--- src/rtl/aud_clkgen_pkg.sv ---
package aud_clkgen_pkg;

   localparam int MODE_W = 10;   // mode word width
   localparam int RW     = 10;   // holds root ratio up to 768
   localparam int BW     = 6;    // holds bit ratio up to 48
   localparam int HW     = 5;    // half-period counters (max 23)

   typedef enum logic [1:0] {
      LEN16  = 2'd0,
      LEN8   = 2'd1,
      LEN24  = 2'd2,
      LENRSV = 2'd3
   } len_e;

   typedef struct packed {
      logic       bfs_auto;   // bit 9
      logic       rfs_auto;   // bit 8
      logic [1:0] len;        // bits 7:6
      logic [1:0] bfs;        // bits 5:4
      logic [1:0] rfs;        // bits 3:2
      logic       src;        // bit 1
      logic       slave;      // bit 0
   } mode_t;

   function automatic logic [RW-1:0] rfs_of(input logic [1:0] code);
      case (code)
         2'd0:    return RW'(256);
         2'd1:    return RW'(512);
         2'd2:    return RW'(384);
         default: return RW'(768);
      endcase
   endfunction

   function automatic logic [BW-1:0] bfs_of(input logic [1:0] code);
      case (code)
         2'd0:    return BW'(32);
         2'd1:    return BW'(48);
         2'd2:    return BW'(16);
         default: return BW'(24);
      endcase
   endfunction

   // Reserved code maps to 16 so the derived ratio never divides by zero.
   function automatic logic [BW-1:0] len_bits_of(input logic [1:0] code);
      case (code)
         LEN8:    return BW'(8);
         LEN24:   return BW'(24);
         default: return BW'(16);
      endcase
   endfunction

endpackage

--- src/rtl/aud_clkgen_cfg.sv ---
module aud_clkgen_cfg
   import aud_clkgen_pkg::*;
#(
   parameter int PSR_W   = 6,
   parameter bit HAS_PSR = 1'b1
) (
   input  logic              clk,
   input  logic              rst_n,
   input  logic              enable,
   input  logic [MODE_W-1:0] mode_word,
   input  logic [15:0]       psr_word,
   output logic              slave,
   output logic              src_sel,
   output logic              psr_en,
   output logic [PSR_W-1:0]  div_m1,
   output logic [HW-1:0]     half_m1,
   output logic [HW-1:0]     fhalf_m1,
   output logic              err
);

   mode_t       mode_q;
   logic [15:0] psr_q;

   // Shadow copy follows the inputs only while the block is disabled
   always_ff @(posedge clk or negedge rst_n) begin
      if (!rst_n) begin
         mode_q <= '0;
         psr_q  <= '0;
      end else if (!enable) begin
         mode_q <= mode_t'(mode_word);
         psr_q  <= psr_word;
      end
   end

   logic [BW-1:0] len_bits;
   logic [BW-1:0] bfs_e;
   logic [RW-1:0] rfs_e;
   logic [RW-1:0] ratio;
   logic          len_ok;
   logic          bad24;
   logic          frac;

   always_comb begin
      len_bits = len_bits_of(mode_q.len);
      len_ok   = (mode_q.len != LENRSV);
      bfs_e    = mode_q.bfs_auto ? BW'(len_bits << 1) : bfs_of(mode_q.bfs);
      if (mode_q.rfs_auto)
         rfs_e = (bfs_e == BW'(16) || bfs_e == BW'(32)) ? RW'(256) : RW'(384);
      else
         rfs_e = rfs_of(mode_q.rfs);
      bad24    = (mode_q.len == LEN24) && (rfs_e == RW'(256) || rfs_e == RW'(512));
      frac     = (rfs_e % RW'(bfs_e)) != '0;
      ratio    = rfs_e / RW'(bfs_e);
      half_m1  = HW'((ratio >> 1) - RW'(1));
      fhalf_m1 = HW'((bfs_e >> 1) - BW'(1));
      err      = !mode_q.slave && (!len_ok || bad24 || frac);
      slave    = mode_q.slave;
   end

   generate
      if (HAS_PSR) begin : g_psr
         assign src_sel = mode_q.src;
         assign psr_en  = psr_q[15];
         assign div_m1  = psr_q[8 +: PSR_W];
      end else begin : g_nopsr
         assign src_sel = 1'b0;
         assign psr_en  = 1'b0;
         assign div_m1  = '0;
      end
   endgenerate

   logic unused_bits;
   assign unused_bits = ^{psr_q, mode_q};

   // Settings frozen during a run
   p_frozen_r12: assert property (@(posedge clk) disable iff (!rst_n)
      (enable && $past(enable)) |-> ($stable(mode_q) && $stable(psr_q)));

endmodule

--- src/rtl/aud_clkgen_pre.sv ---
module aud_clkgen_pre #(
   parameter int PSR_W = 6
) (
   input  logic             clk,
   input  logic             rst_n,
   input  logic             run,
   input  logic [1:0]       src_tick,
   input  logic             src_sel,
   input  logic             psr_en,
   input  logic [PSR_W-1:0] div_m1,
   output logic             root_tick
);

   logic             tick;
   logic [PSR_W-1:0] cnt;

   assign tick = src_sel ? src_tick[1] : src_tick[0];

   always_ff @(posedge clk or negedge rst_n) begin
      if (!rst_n) begin
         cnt       <= '0;
         root_tick <= 1'b0;
      end else if (!run) begin
         cnt       <= '0;
         root_tick <= 1'b0;
      end else begin
         root_tick <= 1'b0;
         if (tick) begin
            if (!psr_en || cnt == div_m1) begin
               cnt       <= '0;
               root_tick <= 1'b1;
            end else begin
               cnt <= cnt + 1'b1;
            end
         end
      end
   end

   // no root pulse follows a stopped cycle
   p_root_idle_r2: assert property (@(posedge clk) disable iff (!rst_n)
      !run |=> !root_tick);

   // with a divider above one, root pulses never come back to back
   p_root_gap_r2: assert property (@(posedge clk) disable iff (!rst_n)
      (root_tick && run && psr_en && div_m1 != '0) |=> !root_tick);

endmodule

--- src/rtl/aud_clkgen_div.sv ---
module aud_clkgen_div
   import aud_clkgen_pkg::*;
(
   input  logic          clk,
   input  logic          rst_n,
   input  logic          run,
   input  logic          root_tick,
   input  logic [HW-1:0] half_m1,
   input  logic [HW-1:0] fhalf_m1,
   output logic          bclk_q,
   output logic          fclk_q
);

   logic [HW-1:0] hcnt;
   logic [HW-1:0] bcnt;

   always_ff @(posedge clk or negedge rst_n) begin
      if (!rst_n) begin
         hcnt   <= '0;
         bcnt   <= '0;
         bclk_q <= 1'b0;
         fclk_q <= 1'b0;
      end else if (!run) begin
         hcnt   <= '0;
         bcnt   <= '0;
         bclk_q <= 1'b0;
         fclk_q <= 1'b0;
      end else if (root_tick) begin
         if (hcnt == half_m1) begin
            hcnt   <= '0;
            bclk_q <= ~bclk_q;
            if (bclk_q) begin
               if (bcnt == fhalf_m1) begin
                  bcnt   <= '0;
                  fclk_q <= ~fclk_q;
               end else begin
                  bcnt <= bcnt + 1'b1;
               end
            end
         end else begin
            hcnt <= hcnt + 1'b1;
         end
      end
   end

   // frame clock moves only with a bit clock fall while running
   p_fclk_at_bfall_r6: assert property (@(posedge clk) disable iff (!rst_n)
      (run && $past(run) && !$stable(fclk_q)) |-> $fell(bclk_q));

   // a stopped block starts from the low/left phase
   p_idle_low_r11: assert property (@(posedge clk) disable iff (!rst_n)
      !run |=> (!bclk_q && !fclk_q));

endmodule

--- src/rtl/aud_clkgen.sv ---
module aud_clkgen
   import aud_clkgen_pkg::*;
#(
   parameter int PSR_W   = 6,
   parameter bit HAS_PSR = 1'b1
) (
   input  logic              clk,
   input  logic              rst_n,
   input  logic              enable,
   input  logic [1:0]        src_tick,
   input  logic [MODE_W-1:0] mode_word,
   input  logic [15:0]       psr_word,
   input  logic              ext_bclk,
   input  logic              ext_fclk,
   output logic              rclk_en,
   output logic              bclk,
   output logic              fclk,
   output logic              cfg_err
);

   generate
      if (PSR_W < 1 || PSR_W > 7) begin : g_bad_psr_w
         $error("aud_clkgen: PSR_W must lie in 1..7");
      end
   endgenerate

   logic             slave;
   logic             src_sel;
   logic             psr_en;
   logic [PSR_W-1:0] div_m1;
   logic [HW-1:0]    half_m1;
   logic [HW-1:0]    fhalf_m1;
   logic             err;
   logic             run;
   logic             root_tick;
   logic             gen_bclk;
   logic             gen_fclk;

   aud_clkgen_cfg #(.PSR_W(PSR_W), .HAS_PSR(HAS_PSR)) u_cfg (
      .clk      (clk),
      .rst_n    (rst_n),
      .enable   (enable),
      .mode_word(mode_word),
      .psr_word (psr_word),
      .slave    (slave),
      .src_sel  (src_sel),
      .psr_en   (psr_en),
      .div_m1   (div_m1),
      .half_m1  (half_m1),
      .fhalf_m1 (fhalf_m1),
      .err      (err)
   );

   assign run = enable && !err && !slave;

   aud_clkgen_pre #(.PSR_W(PSR_W)) u_pre (
      .clk      (clk),
      .rst_n    (rst_n),
      .run      (run),
      .src_tick (src_tick),
      .src_sel  (src_sel),
      .psr_en   (psr_en),
      .div_m1   (div_m1),
      .root_tick(root_tick)
   );

   aud_clkgen_div u_div (
      .clk      (clk),
      .rst_n    (rst_n),
      .run      (run),
      .root_tick(root_tick),
      .half_m1  (half_m1),
      .fhalf_m1 (fhalf_m1),
      .bclk_q   (gen_bclk),
      .fclk_q   (gen_fclk)
   );

   assign rclk_en = root_tick;
   assign bclk    = slave ? ext_bclk : gen_bclk;
   assign fclk    = slave ? ext_fclk : gen_fclk;
   assign cfg_err = err;

   // a flagged configuration keeps every generated clock quiet
   p_err_idle_r7: assert property (@(posedge clk) disable iff (!rst_n)
      cfg_err |-> (!bclk && !fclk && !rclk_en));

   // no root pulses once slave mode has settled
   p_slave_noroot_r10: assert property (@(posedge clk) disable iff (!rst_n)
      (slave && $past(slave)) |-> !rclk_en);

endmodule

--- config.mk ---
export PLATFORM = sky130hd
export DESIGN_NAME = aud_clkgen
export DESIGN_NICKNAME = d
export VERILOG_FILES = /design/src/rtl/aud_clkgen_pkg.sv /design/src/rtl/aud_clkgen_cfg.sv /design/src/rtl/aud_clkgen_pre.sv /design/src/rtl/aud_clkgen_div.sv /design/src/rtl/aud_clkgen.sv
export SDC_FILE = /design/constraint.sdc
export NUM_CORES = 1
export LEC_CHECK = 0
export BUFFER_PORTS_ARGS = -buffer_cell sky130_fd_sc_hd__buf_2
export CAP_MARGIN = 30
export CORE_MARGIN = 2
export CORE_UTILIZATION = 54
export CTS_BUF_LIST = sky130_fd_sc_hd__clkbuf_4 sky130_fd_sc_hd__clkbuf_8 sky130_fd_sc_hd__clkbuf_16
export CTS_CLUSTER_SIZE = 16
export DETAILED_ROUTE_END_ITERATION = 10
export MAX_ROUTING_LAYER = met4
export PLACE_DENSITY_LB_ADDON = 0.05
export SLEW_MARGIN = 20
export SYNTH_ARGS = -nofsm -noshare
export SYNTH_HDL_FRONTEND = slang
export SYNTH_SLANG_ARGS = --single-unit
--- constraint.sdc ---
create_clock -name clk -period 12.15 [get_ports clk]
set_input_delay 2.43 -clock clk [delete_from_list [all_inputs] [get_ports clk]]
set_output_delay 2.43 -clock clk [all_outputs]
set_load 0.01 [all_outputs]
* Word level (Yosys, flattened, before mapping)
Index checks and enable logic that the tools add are counted.
Storage, ports and cells: bits of input ports 33, flip-flop bits (word level) 45
Cells by class: bitwise operators 2, muxes and demuxes 31, equality and inequality tests 19, add/subtract/negate cells 5, divide/modulo/power cells 2, reductions and logical operators 19
Operator list (count):
- $mux 5 | 8
- $pmux 10 s3 | 1
- $mux 6 | 4
- $pmux 6 s3 | 1
- $mux 1 | 14
- $ne 2x2->1 const B | 6
- $add 5x1->5 const B | 2
- $div 10x6->10 | 1
- $eq 10x10->1 const B | 1
- $eq 10x9->1 const B | 1
- $eq 5x5->1 | 2
- $mod 10x6->10 | 1
- $mux 10 | 1
- $pmux 5 s2 | 1
- $reduce_bool 10->1 | 1
- $sub 5x1->5 const B | 2
- $mux 8 | 1
- $add 6x1->6 const B | 1
- $eq 2x1->1 const B | 3
- $eq 2x2->1 const B | 3
- $eq 6x5->1 const B | 1
- $eq 6x6->1 | 1
- $eq 6x6->1 const B | 1
- $logic_or 1x1->1 | 5
- 7 further kinds | 15

* Logic depth before layout (Yosys ltp)
word-level depth 18, gate-level depth with buffers 51, depth with buffers taken out 46

* Cells and area by module
A second synthesis with hierarchy kept.
Unflattened totals: cell total of the unflattened synthesis 360, area total of the unflattened synthesis 3288.2 sq um
By module, submodules not included:
- aud_clkgen_cfg | cells an instance 228, area an instance 2016.9 sq um, instances 1
- aud_clkgen_div | cells an instance 86, area an instance 804.5 sq um, instances 1
- aud_clkgen_pre | cells an instance 43, area an instance 436.7 sq um, instances 1
- aud_clkgen | cells an instance 3, area an instance 30.0 sq um, instances 1

* Worst setup path after synthesis
Ideal clock, no wire load.
path type reg-to-output, from register u_cfg.mode_q[5] (netlist name), to output port cfg_err, cell stages (with the launch flop) 47, data required time 9.720 ns, data arrival time 9.298 ns, path buffers 5, slack 0.422 ns, path through dfrtp_1 -> and3b_1 -> buf_4 -> inv_2 -> clkbuf_1 -> clkbuf_1 -> ha_1 -> nor4b_1 -> o21a_1 -> nor2_1 -> ha_1 -> and2_1 -> o221ai_2 -> and2_1 -> clkbuf_2 -> nor2_1 -> mux2_2 -> ha_1 -> [11 not listed] -> mux2_2 -> ha_1 -> a21oi_1 -> and3_1 -> and3_1 -> buf_6 -> or3_1 -> o21ai_0 -> ha_1 -> nor4_1 -> o211ai_1 -> a211oi_1 -> nand3_1 -> o41a_1 -> a31oi_1 -> nand4_1 -> o21ai_0 -> nor2_1
Between the ends: longest elaborated chain between the ends 13, elaborated cells between the ends (all ways) 19, those cells by class 1 x div; 6 x eq/ne; 4 x mux; 8 x reduce/logical
RTL lines:
- from (decl) | RTL line aud_clkgen_cfg.sv:21 | mode_t mode_q;
- from (signal assigned) | RTL line aud_clkgen_cfg.sv:30 | mode_q <= mode_t'(mode_word);
- $eq 2x2->1 (tied with other cells) | RTL line aud_clkgen_pkg.sv:35 | case (code)
- $pmux 6 s3 * | RTL line aud_clkgen_pkg.sv:35
- $mux 6 * | RTL line aud_clkgen_cfg.sv:46 | bfs_e = mode_q.bfs_auto ? BW'(len_bits << 1) : bfs_of(mode_q.bfs);
- parallel branches: the longest is 8 deep, another holds $mod 10x6->10
- $logic_or 1x1->1 * | RTL line aud_clkgen_cfg.sv:56 | err = !mode_q.slave && (!len_ok || bad24 || frac);
- $logic_and 1x1->1 * | RTL line aud_clkgen_cfg.sv:56
- to (decl) | RTL line aud_clkgen.sv:18 | output logic cfg_err
Mark *: on every way between the ends.

* Final worst setup path
from register u_cfg.mode_q[6] (netlist name), to output port cfg_err
Between the ends: longest elaborated chain between the ends 13, elaborated cells between the ends (all ways) 20, those cells by class 1 x div; 7 x eq/ne; 4 x mux; 8 x reduce/logical
RTL lines (RTL line):
- parallel branches: the longest is 11 deep, another holds $mod 10x6->10
- $logic_or 1x1->1 * | aud_clkgen_cfg.sv:56
- $logic_and 1x1->1 * | aud_clkgen_cfg.sv:56
Marks and branches as above.

==> impl_metrics.toml <==
[floorplan]
die_y_um = 80.2
row_count = 27
fp.dieArea_um2 = 6420
initial_core_util_pct = 56.5
die_w_um = 80.2
io-pin-count = 37
placeableCoreArea_um2 = 5540

[cells_and_area]
layout.nets = 455
diodes = 0
syn2layout_area_growth_pct = 17.3
stdcell_count = 475
drive_gt1_share_pct = 28.8

[sta]
holdWs_ns = 0.511
slew_violations = 0
setup_violations = 0
period_share_pct = 94.9
fmax_ghz = 0.0867
fin_worst_skew_ns = 0.00601
slew_headroom_pct = 47.4
tightestPinTransition_ns = 0.790
finalSetupTns_ns = 0
layout_min_cycle_time_ns = 11.53
hold_viol = 0

[worst_setup_path]
critPathMaxStageDelay_ns = 0.39
cp_max_fo = 5
crit_slowest_cell = "dfrtp_1"
cp_common_cell = "ha_1"
crit_type = "register to output pin"
cp-end-kind = "output pin"
cp.required_ns = 9.72
crit_arrival_ns = 9.10
start_kind = "register"

[synth]
yosys-top-cells-count = "36 x dfrtp_1, 29 x a21oi_1, 24 x nand2_1, 23 x mux2_2, 23 x nor2_1"
synth_area_per_cell_um2 = 8.85
ys_warn_count = 0
synth_enable_flop_cells = 0
synth_area_leaders = "dfrtp_1 29%, mux2_2 8.3%, ha_1 8.0%, a21oi_1 4.6%, xnor2_1 4.2%"
synth_top_area_cell = "dfrtp_1"
synth.most_common_cell = "dfrtp_1"
ys_types = 66
syn_area_um2 = 3130
synth_nets = 407
ys_seq_area_share_pct = 28.8
synthArstFlopShare_pct = 100
ys.flop_type = "dfrtp_1"
synth.top_cell.area_share_pct = 28.8
syn_inst = 354
synth_seq_cells = 36

[detailed_routing]
drt_iter0_drc = 124
wirelength_um = 7210
drc = 0
wl_per_cell_um = 15.2
dr.pass1.iters = 4
via_per_inst = 6.01
ant_nets = 0
num_vias = 2857

[placed_design]
port-buffer-count = 27
place.gp.congestion = 0.880
dp.cells = 462
dpl.hpwl_um = 5340

[clocking]
tritoncts = "yes"
clk_pin_slew_worst_paths_ns = 0.07
hold_buffers = 0
htreeDepth = 2
ctsRootBufferMaster = "clkbuf_8"
clock_latency_ns = 0.28
clk_path_buf_depth = 2
cts-buffers-inserted = 5
cts.sinks = 36

[power]
p_per_area_nw_per_um2 = 225
ir_drop_mv = 0.116
p_leak_nw = 1.53

[global_route]
grt_pass1_vias = 2609
grt_max_degree = 37
overflow = 0
grtUsageTotal_pct = 24.2
grt_antenna_before_repair = 0
grt_pass1_wl_um = 12000

[min_path]
hp-class = "register to register"

[flow_run]
cap_viol_max_count = 0

[outcome]
status = "finished clean"
critical path, delay by kind of cell, from the launching register on:
| kind | cells | cell delay (ns) |
|---|---|---|
| fa+ha+maj | 7 | 2.33 |
| mux | 2 | 0.68 |
| simple gates | 18 | 2.47 |
| compound gates | 16 | 2.37 |
| buf+inv | 5 | 0.59 |
| flops | 1 | 0.39 |
layout make-up:
type                    count  area (um^2)
multi-input cells         293         2190
fillers                   478         1870
flip-flops and latches     36          901
repair buffers             54          338
well taps                  72         90.1
clock buffers               6         76.3
inverters                  12         45.0
clock inverters             2         35.0
report_power, final:
group	switching (W)	internal (W)	leakage [nW]
sequential	0.00000734	0.000126	0.464
clock	0.0000430	0.0000631	0.0586
combinational	0.000303	0.000284	1.01
logic make-up (layout without fill, tap and decap cells):
kind of cell / count (synthesis) / after routing / synth area share [%]
AO/OA/AOI/OAI: 93 / 93 / 20.6
XOR/XNOR: 21 / 21 / 5.87
flip-flops: 36 / 36 / 28.8
adder cells (fa/ha/maj): 20 / 20 / 7.99
AND/OR/NAND/NOR: 131 / 131 / 23.0
multiplexers: 28 / 28 / 10.0
buffers and inverters: 25 / 74 / 3.76
sequential cells by signal, indices dropped and copies added, names as in the netlist:
name             flops
u_cfg.mode_q         8
u_cfg.psr_q          7
u_pre.cnt            6
u_div.bcnt           5
u_div.hcnt           5
u_cfg.slave          1
u_cfg.src_sel        1
u_div.bclk_q         1
u_div.fclk_q         1
u_pre.root_tick      1
timing repair:
item | CTS | global route
gates resized for setup | 0 | 17
setup buffers | 0 | 5
setup endpoints to repair | 0 | 1
placed cells by master (no fill, tap or decap), types with 3 or more instances in the layout:
master,count
nand2_1,23
ha_1,19
dfrtp_1,36
nand3_1,15
o31ai_1,3
mux2i_1,4
xnor2_1,15
clkbuf_8,5
nor2b_1,4
nand2b_1,3
and2_1,4
or3_1,11
inv_1,9
a31oi_1,7
nor3b_1,4
a21oi_1,27
nand4b_1,4
nor3_1,8
buf_2,27
buf_4,27
or2_2,4
mux2_2,23
xor2_1,6
o21a_1,7
nor4_1,3
o21ai_0,16
or4_1,4
nor2_1,23
per-stage QoR:
stage / setup WS, ns / total power, W / utilization (%) / area (um^2)
floorplan: 0.422 / 0.000526 / - / 3130
global placement: 0.503 / 0.000664 / 62.3 / 3450
finish: 0.617 / 0.000826 / 66.3 / 3670
global route: -0.167 / 0.000896 / 66.3 / 3670
detailed placement: 0.543 / 0.000671 / 62.3 / 3450
CTS: 0.137 / 0.000782 / 64.3 / 3560
per-layer routing:
layer	vias to the layer above	global-route usage [%]	routed length (um)
met5	-	-	0
met4	0	6.27	59
met3	7	3.15	183
met2	45	39.8	3600
met1	1374	31.8	3360
li1	1431	-	-
worst paths after layout:
path | startpoint | end | slack, ns | depth (start not counted)
worst max-delay path | u_cfg.mode_q[6]$_DFFE_PN0N_ | cfg_err | 0.62 | 48
worst min-delay path | u_cfg.psr_q[15]$_DFFE_PN0N_ | u_cfg.psr_q[15]$_DFFE_PN0N_ | 0.51 | 1
worst max register to register | u_cfg.mode_q[6]$_DFFE_PN0N_ | u_pre.root_tick$_DFF_PN0_ | 2.58 | 48
worst min register to register | u_cfg.psr_q[15]$_DFFE_PN0N_ | u_cfg.psr_q[15]$_DFFE_PN0N_ | 0.51 | 1
max in group asynchronous | rst_n | u_pre.cnt[4]$_DFFE_PN0P_ | 9.43 | 1
min in group asynchronous | rst_n | u_cfg.psr_q[11]$_DFFE_PN0N_ | 2.22 | 1
(Power assumes the default switching activity.)
